===== src/rtl/cfg_seq_pkg.sv =====
package cfg_seq_pkg;

    typedef enum logic [1:0] {
        MODE_MSER  = 2'd0,
        MODE_SPAR  = 2'd1,
        MODE_BSCAN = 2'd2,
        MODE_SSER  = 2'd3
    } cfg_mode_e;

    typedef enum logic [2:0] {
        ST_INIT    = 3'd0,
        ST_CLEAR   = 3'd1,
        ST_LOAD    = 3'd2,
        ST_RELEASE = 3'd3,
        ST_USER    = 3'd4
    } cfg_state_e;

    localparam int unsigned PAR_BITS = 8;

endpackage


===== src/rtl/cfg_mode_decode.sv =====
module cfg_mode_decode
    import cfg_seq_pkg::*;
(
    input  logic [2:0] pins,
    output cfg_mode_e  mode,
    output logic       pull_up
);
    // M1 M0 choose the mode; M2 flips the pull-up choice per mode
    always_comb begin
        unique case (pins[1:0])
            2'b00:   mode = MODE_MSER;
            2'b10:   mode = MODE_SPAR;
            2'b01:   mode = MODE_BSCAN;
            default: mode = MODE_SSER;
        endcase
        pull_up = pins[2] ^ pins[0];
    end
endmodule


===== src/rtl/cfg_edge_sync.sv =====
module cfg_edge_sync #(
    parameter int unsigned STAGES = 2
) (
    input  logic clk,
    input  logic rst_n,
    input  logic d,
    output logic rise
);
    logic [STAGES-1:0] sh;
    logic              prev;

    for (genvar i = 0; i < STAGES; i++) begin : g_stage
        if (i == 0) begin : g_first
            always_ff @(posedge clk or negedge rst_n) begin
                if (!rst_n) sh[0] <= 1'b0;
                else        sh[0] <= d;
            end
        end else begin : g_next
            always_ff @(posedge clk or negedge rst_n) begin
                if (!rst_n) sh[i] <= 1'b0;
                else        sh[i] <= sh[i-1];
            end
        end
    end

    always_ff @(posedge clk or negedge rst_n) begin
        if (!rst_n) prev <= 1'b0;
        else        prev <= sh[STAGES-1];
    end

    assign rise = sh[STAGES-1] & ~prev;
endmodule


===== src/rtl/cfg_frame_counter.sv =====
module cfg_frame_counter #(
    parameter int unsigned FRAME_BITS = 64,
    parameter int unsigned INC_W      = 4
) (
    input  logic             clk,
    input  logic             rst_n,
    input  logic             active,
    input  logic             evt,
    input  logic [INC_W-1:0] inc,
    output logic             full
);
    localparam int unsigned CW = $clog2(FRAME_BITS + (1 << INC_W)) + 1;

    logic [CW-1:0] cnt;
    logic [CW-1:0] sum;

    assign sum  = cnt + CW'(inc);
    assign full = active && evt && (sum >= CW'(FRAME_BITS));

    always_ff @(posedge clk or negedge rst_n) begin
        if (!rst_n)      cnt <= '0;
        else if (!active) cnt <= '0;
        else if (evt)    cnt <= sum;
    end
endmodule


===== src/rtl/cfg_seq_ctrl.sv =====
module cfg_seq_ctrl
    import cfg_seq_pkg::*;
#(
    parameter int unsigned CLEAR_CYCLES = 16,
    parameter int unsigned FRAME_BITS   = 64,
    parameter int unsigned SYNC_STAGES  = 2
) (
    input  logic       clk,
    input  logic       rst_n,
    input  logic       prog_n,
    input  logic [2:0] mode_pins,
    input  logic       cclk_in,
    input  logic       ser_din,
    input  logic       scan_load_done,
    output logic       done,
    output logic       init_n,
    output logic       cclk_drive,
    output logic       cclk_out,
    output logic       io_hiz,
    output logic       pullup_en,
    output logic       ser_dout
);
    localparam int unsigned CLR_W = $clog2(CLEAR_CYCLES + 1);
    localparam int unsigned INC_W = $clog2(PAR_BITS + 1);

    cfg_state_e state, state_nx;
    cfg_mode_e  dec_mode, mode_q;
    logic       dec_pu, pu_q;
    logic [CLR_W-1:0] clr_cnt;
    logic       clr_last;
    logic       cclk_q;
    logic       ext_rise;
    logic       bit_evt;
    logic [INC_W-1:0] bit_inc;
    logic       frame_full;
    logic       loading;

    cfg_mode_decode i_dec (
        .pins    (mode_pins),
        .mode    (dec_mode),
        .pull_up (dec_pu)
    );

    cfg_edge_sync #(.STAGES(SYNC_STAGES)) i_sync (
        .clk   (clk),
        .rst_n (rst_n),
        .d     (cclk_in),
        .rise  (ext_rise)
    );

    assign loading  = (state == ST_LOAD);
    assign clr_last = (clr_cnt == CLR_W'(CLEAR_CYCLES - 1));

    always_comb begin
        unique case (mode_q)
            MODE_MSER:  bit_evt = loading && !cclk_q;
            MODE_SPAR:  bit_evt = ext_rise;
            MODE_SSER:  bit_evt = ext_rise;
            default:    bit_evt = 1'b0;
        endcase
        bit_inc = (mode_q == MODE_SPAR) ? INC_W'(PAR_BITS) : INC_W'(1);
    end

    cfg_frame_counter #(.FRAME_BITS(FRAME_BITS), .INC_W(INC_W)) i_frame (
        .clk    (clk),
        .rst_n  (rst_n),
        .active (loading),
        .evt    (bit_evt),
        .inc    (bit_inc),
        .full   (frame_full)
    );

    // state register
    always_ff @(posedge clk or negedge rst_n) begin
        if (!rst_n) state <= ST_INIT;
        else        state <= state_nx;
    end

    // next-state logic
    always_comb begin
        state_nx = state;
        if (!prog_n) begin
            state_nx = ST_INIT;
        end else begin
            unique case (state)
                ST_INIT:    state_nx = ST_CLEAR;
                ST_CLEAR:   if (clr_last) state_nx = ST_LOAD;
                ST_LOAD: begin
                    if (mode_q == MODE_BSCAN) begin
                        if (scan_load_done) state_nx = ST_RELEASE;
                    end else if (frame_full) begin
                        state_nx = ST_RELEASE;
                    end
                end
                ST_RELEASE: state_nx = ST_USER;
                ST_USER:    state_nx = ST_USER;
                default:    state_nx = ST_INIT;
            endcase
        end
    end

    // clear timer, mode sample at INIT rise, master clock
    always_ff @(posedge clk or negedge rst_n) begin
        if (!rst_n) begin
            clr_cnt <= '0;
            mode_q  <= MODE_MSER;
            pu_q    <= 1'b0;
            cclk_q  <= 1'b0;
        end else begin
            if (state == ST_CLEAR) clr_cnt <= clr_cnt + 1'b1;
            else                   clr_cnt <= '0;
            if (state == ST_CLEAR && clr_last && prog_n) begin
                mode_q <= dec_mode;
                pu_q   <= dec_pu;
            end
            if (loading && mode_q == MODE_MSER && prog_n) cclk_q <= ~cclk_q;
            else                                          cclk_q <= 1'b0;
        end
    end

    // outputs
    always_comb begin
        done       = 1'b0;
        init_n     = 1'b1;
        io_hiz     = 1'b1;
        pullup_en  = 1'b0;
        cclk_drive = 1'b0;
        cclk_out   = 1'b0;
        ser_dout   = 1'b0;
        unique case (state)
            ST_INIT, ST_CLEAR: init_n = 1'b0;
            ST_LOAD: begin
                pullup_en  = pu_q;
                cclk_drive = (mode_q == MODE_MSER);
                cclk_out   = (mode_q == MODE_MSER) && cclk_q;
                ser_dout   = (mode_q == MODE_MSER || mode_q == MODE_SSER) && ser_din;
            end
            ST_RELEASE: io_hiz = 1'b0;
            ST_USER: begin
                io_hiz = 1'b0;
                done   = 1'b1;
            end
            default: init_n = 1'b0;
        endcase
    end
endmodule


===== config.mk =====
export PLATFORM = sky130hd
export DESIGN_NAME = cfg_seq_ctrl
export DESIGN_NICKNAME = d
export VERILOG_FILES = /design/src/rtl/cfg_seq_pkg.sv /design/src/rtl/cfg_mode_decode.sv /design/src/rtl/cfg_edge_sync.sv /design/src/rtl/cfg_frame_counter.sv /design/src/rtl/cfg_seq_ctrl.sv
export SDC_FILE = /design/constraint.sdc
export NUM_CORES = 1
export LEC_CHECK = 0
export ABC_AREA = 1
export BUFFER_PORTS_ARGS = -buffer_cell sky130_fd_sc_hd__buf_4
export CAP_MARGIN = 5
export CELL_PAD_IN_SITES_DETAIL_PLACEMENT = 1
export CELL_PAD_IN_SITES_GLOBAL_PLACEMENT = 1
export CORE_MARGIN = 4
export CORE_UTILIZATION = 45
export CTS_CLUSTER_SIZE = 28
export DETAILED_ROUTE_END_ITERATION = 12
export GPL_TIMING_DRIVEN = 0
export HOLD_SLACK_MARGIN = 0.03
export PLACE_DENSITY = 0.92
export SYNTH_ARGS = -nofsm -noshare
export SYNTH_HDL_FRONTEND = slang
export SYNTH_SLANG_ARGS = --single-unit

===== constraint.sdc =====
create_clock -name clk -period 3.34 [get_ports clk]
set_input_delay 0.167 -clock clk [delete_from_list [all_inputs] [get_ports clk]]
set_output_delay 0.167 -clock clk [all_outputs]
set_load 0.1 [all_outputs]

==> results_dict.tcl, run 1 <==
set metrics [dict create \
    hp-class "in2reg" \
    grt_util_met3 0.0231 \
    hold_viol_final 0 \
    placement_rows 18 \
    final_nets 190 \
    syn_nets 168 \
    vdd_ir_drop_max_uv 592 \
    tightest_slew_ps 310 \
    tns_ps 0 \
    place.port_buffers 15 \
    drv_slew 0 \
    die-area_sq_um 3730 \
    via_per_inst 5.10 \
    drt_iter0_markers 17 \
    synth_cell_types 21 \
    endpoint_kind "flop" \
    tritoncts "done" \
    outcome "finished clean" \
    clkTransAtPathRegs_ps 130 \
    fillers 317 \
    fin_ws_ps 1200 \
    period_needed_ps 2140 \
    cts_buffer_depth 2 \
    fmax_ghz 0.467 \
    grt-busiest-layer "met2" \
    area_growth_syn_to_layout_pct 15.9 \
    synthTopCellsByArea "dfrtp_1, nand2_1, ha_1" \
    slew_headroom 0.792 \
    synth_top_cell_by_area "dfrtp_1" \
    die_w_microns 61.1 \
    cts_root_buffer "clkbuf_4" \
    fin_util 0.568 \
    p_leak_nw 0.756 \
    start_util 0.490 \
    final_cell_mix "nand2_1, inv_1, dfrtp_1, nor2_1, buf_4" \
    maxCapViolCount 0 \
    synth-seq-area-share 0.454 \
    use_met2 0.346 \
    critPathKind "reg2reg" \
    postSynthAreaPerCell_sq_um 8.46 \
    wl_per_cell_microns 15.2 \
    clkLatencyLatePin_ps 320 \
    grt.total_usage 0.201 \
    grt_max_degree 24 \
    ys_warn_count 0 \
    cts_max_level 1 \
    path_max_fanout 4 \
    antenna_found_initial 0 \
    place_ws_ps 1240 \
    layout_commonest_cell "nand2_1" \
    antenna_left 0 \
    multi_input_area_sq_um 601 \
    fp.dieH_microns 61.1 \
    drc 0 \
    netlist_area_sq_um 1270 \
    rsz0062_at_grt "no" \
    cts_resized 0 \
    setup_violations 0 \
    start_kind "flop" \
    drt_first_pass_iters 4 \
    finalCritPeriodShare 0.641 \
    ys_ff_latch 23 \
    first_global_vias 1185 \
    grtUsageMet1 0.259 \
    core_sq_um 2590 \
    powerDensity_nw_per_um2 520 \
    final_cells 201 \
    skew_ps 7.58 \
    drt-total-wl_microns 3060 \
    dpl.cell_count 195 \
    numCtsBuffers 3 \
    num_vias 1026 \
    seq_area_sq_um 576 \
    cts_hold_buf 2 \
    total_power_mw 0.765 \
    diodes 0 \
    grt_pass1_wl_microns 5490 \
    drive_gt1_frac 0.181 \
    dp_hpwl_microns 2460 \
    post_cts_buffers 0 \
    cts_sinks 23 \
    ios 16 \
    synth_top_cell_area_share 0.454 \
    crit_required_ps 3570 \
    syn_inst 150 \
    place_congestion 0.786 \
    grt.overflow.total 0 \
    arrival_ps 2370 \
]
## cell usage after synthesis
cell and n:
nor2_8 1, nand2_4 1, nand3_2 2, o2bb2ai_1 1, a21oi_1 3, a211oi_1 1
nand2_1 31, inv_1 26, ha_1 9, nand2_2 3, nor3_1 4, dfrtp_1 23
o21ai_0 8, nand4_1 1, nor2_1 19, xor2_1 4, nand3_1 8, nor3_2 2
nor2_4 1, xnor2_1 1, nand4_2 1
## state kept, by name, summed over array words and instances, names as in the netlist
name / flops
pu_q: 1
i_sync.sh: 2
cclk_q: 1
i_sync.prev: 1
i_frame.cnt: 8
clr_cnt: 5
state: 3
mode_q: 2
## kinds of logic (layout without fill, tap and decap cells)
family | count (synthesis) | after routing | synth area share
AO/OA/AOI/OAI | 13 | 13 | 0.0562
flip-flops | 23 | 23 | 0.454
adder cells (fa/ha/maj) | 9 | 9 | 0.0888
buffers and inverters | 26 | 47 | 0.0769
XOR/XNOR | 5 | 5 | 0.0345
AND/OR/NAND/NOR | 74 | 74 | 0.290
## where the power goes
group / internal [mW] / total [mW] / switching, mW
clock: 0.0467 / 0.134 / 0.0877
combinational: 0.0722 / 0.300 / 0.227
sequential: 0.303 / 0.331 / 0.0275
## worst paths after layout
| kind | cells past startpoint | slack, ps | end | startpoint |
|---|---|---|---|---|
| worst max register to register | 15 | 1200 | state[0]$_DFFE_PN0P_ | mode_q[1]$_DFFE_PN0P_ |
| max in group asynchronous | 2 | 2840 | i_frame.cnt[5]$_DFFE_PN0P_ | rst_n |
| min in group asynchronous | 2 | 270 | cclk_q$_DFF_PN0_ | rst_n |
| worst min register to register | 0 | 370 | i_sync.sh[1]$_DFF_PN0_ | i_sync.sh[0]$_DFF_PN0_ |
| worst max-delay path | 15 | 1200 | state[0]$_DFFE_PN0P_ | mode_q[1]$_DFFE_PN0P_ |
| worst min-delay path | 3 | 50 | mode_q[0]$_DFFE_PN0P_ | mode_pins[1] |
## metal layers
layer,routed length [microns],share of wire
met2,1530,0.50
met1,1390,0.45
met5,0,0
met4,44,0.014
met3,90,0.029
## cell type report
| cell class | count | area share |
|---|---|---|
| clock buffers | 4 | 0.0179 |
| flip-flops and latches | 23 | 0.391 |
| multi-input cells | 101 | 0.409 |
| inverters | 26 | 0.0664 |
| repair buffers | 17 | 0.0902 |
| well taps | 30 | 0.0255 |
## worst max-delay path, stage by stage (launching register included)
cell and delay [ps]:
dfrtp_1 430, inv_1 150, ha_1 220, inv_1 90, ha_1 220, ha_1 210
nand2_1 70, inv_1 40, nand3_1 110, nand2_1 100, nand3_1 80, nand2_1 70
nand2_2 70, nand3_2 70, nand3_1 80, nand2_1 50
## metrics by stage
step	hold slack, ps	area [sq um]
6_report	51.9	1470
5_1_grt	51.0	1470
4_1_cts	56.9	1470
3_3_place_gp	74.8	1420
2_1_floorplan	-129	1270
3_5_place_dp	80.7	1420
Power figures use the tool's default switching activity.
==> run 2, diff against run 1 <==
--- a/config.mk
+++ b/config.mk
@@ -11,12 +11,12 @@
 export CELL_PAD_IN_SITES_DETAIL_PLACEMENT = 1
 export CELL_PAD_IN_SITES_GLOBAL_PLACEMENT = 1
 export CORE_MARGIN = 4
-export CORE_UTILIZATION = 45
+export CORE_UTILIZATION = 42
 export CTS_CLUSTER_SIZE = 28
 export DETAILED_ROUTE_END_ITERATION = 12
 export GPL_TIMING_DRIVEN = 0
 export HOLD_SLACK_MARGIN = 0.03
-export PLACE_DENSITY = 0.92
+export PLACE_DENSITY = 0.87
 export SYNTH_ARGS = -nofsm -noshare
 export SYNTH_HDL_FRONTEND = slang
 export SYNTH_SLANG_ARGS = --single-unit
==> constraint.sdc (replaced) <==
create_clock -name clk -period 2.15 [get_ports clk]
set_input_delay 0.1075 -clock clk [delete_from_list [all_inputs] [get_ports clk]]
set_output_delay 0.1075 -clock clk [all_outputs]
set_load 0.1 [all_outputs]
==> run 2 against run 1 <==
First-iteration DRC count is 71% higher. Wire length is 13% higher. Worst hold slack improved by 14 ps. Die area up 6.2%. Sequential cell count unchanged. Sequential power is 56% higher. Count of clock-buffer cells in the layout is 1 lower. Core utilization decreased by 2.3 points. Critical path depth unchanged. Largest cell class unchanged. Largest power group unchanged.
==> results_dict.tcl, run 2 (synthesized netlist as in run 1, its figures left out) <==
set metrics [dict create \
    outcome "finished clean" \
    power.share.sequential 0.430 \
    vdd_ir_drop_max_uv 769 \
    drt-total-wl_microns 3450 \
    drt_iter0_markers 29 \
    top_register "i_frame.cnt" \
    placement_rows 19 \
    core_sq_um 2830 \
    num_vias 1104 \
    maxCapViolCount 0 \
    antenna_left 0 \
    layout_commonest_cell "nand2_1" \
    powerDensity_nw_per_um2 780 \
    p_switching_mw 0.544 \
    tritoncts "done" \
    intPower_mw 0.658 \
    start_kind "flop" \
    die-area_sq_um 3960 \
    hold_viol_final 0 \
    slew_headroom 0.796 \
    grt_max_degree 24 \
    final_cells 206 \
    skew_ps 8.47 \
    fillers 351 \
    reg.largest.list "i_frame.cnt (8), clr_cnt (5), state (3)" \
    grt_pass1_wl_microns 5620 \
    antenna_found_initial 0 \
    start_util 0.448 \
    final_cell_mix "nand2_1, inv_1, dfrtp_1, buf_4, nor2_1" \
    total_power_mw 1.20 \
    via_per_inst 5.36 \
    clkLatencyLatePin_ps 330 \
    drv_slew 0 \
    ios 16 \
    dp_hpwl_microns 2450 \
    cts_max_level 1 \
    final_nets 194 \
    drive_gt1_frac 0.246 \
    arrival_ps 2280 \
    critPathKind "reg2reg" \
    grt.overflow.total 0 \
    clkTransAtPathRegs_ps 140 \
    cts_buffer_depth 2 \
    drc 0 \
    grt.total_usage 0.178 \
    wl_per_cell_microns 16.7 \
    tns_ps 0 \
    place_congestion 0.726 \
    hp-class "in2reg" \
    drt_first_pass_iters 4 \
    diodes 0 \
    crit_required_ps 2380 \
    die_w_microns 63.0 \
    area_growth_syn_to_layout_pct 21.5 \
    stdcell_area_sq_um 1540 \
    cts_sinks 23 \
    finalCritPeriodShare 0.953 \
    largest_reg_flops 8 \
    fp.dieH_microns 63.0 \
    first_global_vias 1252 \
    p_leak_nw 0.765 \
    placed_cell_area_sq_um 1430 \
    period_needed_ps 2050 \
    switching_share 0.452 \
    dpl.cell_count 196 \
    place.port_buffers 15 \
    clock_power_share 0.179 \
    cts_root_buffer "clkbuf_4" \
    tightest_slew_ps 305 \
    power_frac_comb 0.391 \
    endpoint_kind "flop" \
    setup_violations 0 \
    path_max_fanout 4 \
    numCtsBuffers 3 \
    fmax_ghz 0.488 \
]
[run 2: metrics by stage]
stage	setup slack, ps	util	hold WS (ps)
2_1_floorplan	-634	-	-188
4_1_cts	2.07	0.531	74.0
3_3_place_gp	169	0.506	18.3
5_1_grt	-66.8	0.545	87.7
6_report	101	0.545	66.2
3_5_place_dp	50.6	0.506	23.4
[run 2: worst max-delay path, cell delays in order, from the launching register on]
cell	delay, ps
dfrtp_2	480
ha_4	190
inv_2	70
ha_2	200
ha_2	190
nand2_1	50
inv_1	70
nand3_2	90
nand2_1	110
nand2_1	70
nand2_1	60
nand2_1	60
nand2_2	80
nand3_2	90
nand3_1	90
nand2_1	50
[run 2: worst paths after layout]
check	startpoint	slack, ps	cells past startpoint	endpoint
max	mode_q[0]$_DFFE_PN0P_	100	15	state[0]$_DFFE_PN0P_
min	mode_pins[2]	70	3	pu_q$_DFFE_PN0P_
max reg2reg	mode_q[0]$_DFFE_PN0P_	100	15	state[0]$_DFFE_PN0P_
min reg2reg	i_sync.sh[0]$_DFF_PN0_	370	0	i_sync.sh[1]$_DFF_PN0_
max in group asynchronous	rst_n	1700	2	mode_q[0]$_DFFE_PN0P_
min in group asynchronous	rst_n	200	2	state[2]$_DFFE_PN0P_
[run 2: final cells by class]
cell class | instances | area, sq um | area share
Tap cell | 31 | 38.8 | 0.0252
Timing Repair Buffer | 21 | 168 | 0.109
Sequential cell | 23 | 577 | 0.374
Multi-Input combinational cell | 101 | 631 | 0.409
Clock inverter | 1 | 7.51 | 0.00487
Clock buffer | 3 | 22.5 | 0.0146
Inverter | 26 | 97.6 | 0.0633
[run 2: power by group through the flow]
| stage | Combinational [mW] | Sequential [mW] | Clock (mW) |
|---|---|---|---|
| 3_5_place_dp | 0.455 | 0.523 | 0 |
| 2_1_floorplan | 0.353 | 0.514 | 0 |
| 4_1_cts | 0.465 | 0.515 | 0.217 |
| 6_report | 0.470 | 0.517 | 0.215 |
| 5_1_grt | 0.508 | 0.522 | 0.240 |
| 3_3_place_gp | 0.442 | 0.519 | 0 |
[run 2: repair_timing]
| item | 4_1_cts | 5_1_grt |
|---|---|---|
| setup buffers | 0 | 2 |
| endpoints found under the setup margin | 0 | 3 |
| hold buffers | 4 | 0 |
| hold endpoints to repair | 26 | 0 |
| resized for setup | 0 | 8 |
[run 2: metal layers]
metal  part of all wire  GRT usage  vias to the layer above
met2               0.53      0.331                       35
met1               0.39      0.203                      533
li1                   -          -                      518
met5                  0          0                        -
met3              0.044     0.0216                       18
met4              0.040     0.0744                        0
==> run 3, diff against run 2 <==
--- a/config.mk
+++ b/config.mk
@@ -6,6 +6,7 @@
 export NUM_CORES = 1
 export LEC_CHECK = 0
 export ABC_AREA = 1
+export ABC_CLOCK_PERIOD_IN_PS = 2150
 export BUFFER_PORTS_ARGS = -buffer_cell sky130_fd_sc_hd__buf_4
 export CAP_MARGIN = 5
 export CELL_PAD_IN_SITES_DETAIL_PLACEMENT = 1
==> constraint.sdc (replaced) <==
create_clock -name clk -period 2.15 [get_ports clk]
set_input_delay 0.43 -clock clk [delete_from_list [all_inputs] [get_ports clk]]
set_output_delay 0.43 -clock clk [all_outputs]
set_load 0.1 [all_outputs]
==> run 3 against run 2 <==
Largest cell class unchanged. Sequential power about the same. Largest power group unchanged. Via count shrank 7.9%. Worst hold slack improved by 150 ps. Combinational power up 4%. Total power grew 1.4%. Critical path type is now reg2out. Count of clock-buffer cells in the layout did not move.
==> results_dict.tcl, run 3 (synthesized netlist as in run 1, its figures left out) <==
set metrics [dict create \
    outcome "finished clean" \
    maxCapViolCount 0 \
    cts_sinks 23 \
    via_per_inst 5.06 \
    post_cts_buffers 0 \
    arrival_ps 1640 \
    start_kind "flop" \
    fp.dieH_microns 63.0 \
    powerDensity_nw_per_um2 798 \
    whs_ps 213 \
    dp_hpwl_microns 2390 \
    cts_root_buffer "clkbuf_4" \
    place_ws_ps 69.4 \
    first_global_vias 1162 \
    path_max_fanout 10 \
    p_switching_mw 0.552 \
    cts_max_level 1 \
    die_w_microns 63.0 \
    final_cell_mix "nand2_1, inv_1, dfrtp_1, nor2_1, buf_4" \
    whs_endpoint "i_sync.sh[0]$_DFF_PN0_" \
    setup_violations 0 \
    reg2reg_to "state[0]$_DFFE_PN0P_" \
    grt.overflow.total 0 \
    critPathKind "reg2out" \
    grt_pass1_wl_microns 5350 \
    clock_power_share 0.173 \
    final_nets 189 \
    crit_start "state[2]$_DFFE_PN0P_" \
    power_frac_comb 0.401 \
    crit_required_ps 1720 \
    drt_iter0_markers 10 \
    diodes 0 \
    tns_ps 0 \
    fmax_ghz 0.483 \
    power.share.sequential 0.427 \
    slew_headroom 0.787 \
    area_growth_syn_to_layout_pct 20.3 \
    fin_util 0.540 \
    hold_start "cclk_in" \
    switching_share 0.453 \
    reg2reg_depth 15 \
    num_vias 1017 \
    wl_per_cell_microns 14.6 \
    die-area_sq_um 3960 \
    reg.largest.list "i_frame.cnt (8), clr_cnt (5), state (3)" \
    drt-total-wl_microns 2930 \
    placement_rows 19 \
    largest_reg_flops 8 \
    clkLatencyLatePin_ps 320 \
    worstHoldPathCells 1 \
    grt_max_degree 24 \
    rsz0062_at_grt "yes" \
    period_needed_ps 2070 \
    grt.total_usage 0.172 \
    tritoncts "done" \
    rrSetupSlack_ps 140 \
    place.port_buffers 15 \
    antenna_found_initial 0 \
    drive_gt1_frac 0.235 \
    place_congestion 0.791 \
    fin_ws_ps 77.7 \
    layout_commonest_cell "nand2_1" \
    drt_first_pass_iters 2 \
    r2r-start "mode_q[1]$_DFFE_PN0P_" \
    p_leak_nw 0.776 \
    hold_viol_final 0 \
    antenna_left 0 \
    total_power_mw 1.22 \
    start_util 0.448 \
    intPower_mw 0.667 \
    finalCritPeriodShare 0.964 \
    drc 0 \
    cts_buffer_depth 2 \
    core_sq_um 2830 \
    drv_slew 0 \
    numCtsBuffers 3 \
    vdd_ir_drop_max_uv 525 \
    skew_ps 7.07 \
    clkTransAtPathRegs_ps 140 \
    endpoint_kind "primary output" \
    top_register "i_frame.cnt" \
    ios 16 \
    hp-class "in2reg" \
    tightest_slew_ps 318 \
]
-- run 3: stage by stage --
step / std cells / cell area (sq um)
2_1_floorplan: 150 / 1290
3_3_place_gp: 196 / 1450
3_5_place_dp: 196 / 1450
4_1_cts: 201 / 1500
5_1_grt: 201 / 1530
6_report: 201 / 1530
-- run 3: area by class of cell --
class / count / area (sq um)
Timing Repair Buffer: 16 / 146
Sequential cell: 23 / 577
Multi-Input combinational cell: 101 / 639
Inverter: 26 / 97.6
Clock inverter: 1 / 5.00
Clock buffer: 3 / 22.5
Tap cell: 31 / 38.8
Fill cell: 340 / 1300
-- run 3: worst max-delay path, stage by stage, from the launching register on --
cell and delay [ps]:
dfrtp_1 480, nor2_4 160, nand2_4 150, inv_2 130
nand2_1 70, nor2_2 120, buf_8 210
-- run 3: worst max path at each step --
stage                                end  slack [ps]  cells past startpoint
floorplan                     cclk_drive        -280                      3
global placement    state[0]$_DFFE_PN0P_         190                     15
detailed placement  state[0]$_DFFE_PN0P_          70                     15
CTS                             cclk_out          30                      5
global route                    ser_dout         -50                      6
finish                          ser_dout          80                      6
-- run 3: power groups by stage --
stage	clock [mW]	combinational [mW]	sequential [mW]
after CTS	0.217	0.485	0.520
final	0.210	0.488	0.520
after global placement	0	0.454	0.521
after detailed placement	0	0.470	0.525
after floorplan	0	0.363	0.516
after global routing	0.234	0.532	0.525
-- run 3: per-layer routing --
layer  part of all wire  up-vias  GRT usage
li1                   -      510          -
met1               0.43      490      0.201
met2               0.53       13      0.312
met3              0.024        4     0.0306
met4              0.014        0     0.0579
met5                  0        -          0
-- run 3: repair_timing --
| action | CTS | global route |
|---|---|---|
| pin swaps | 0 | 1 |
| hold buffers | 1 | 0 |
| gates resized for setup | 6 | 7 |
| hold endpoints to repair | 23 | 0 |
| setup endpoints to repair | 2 | 4 |
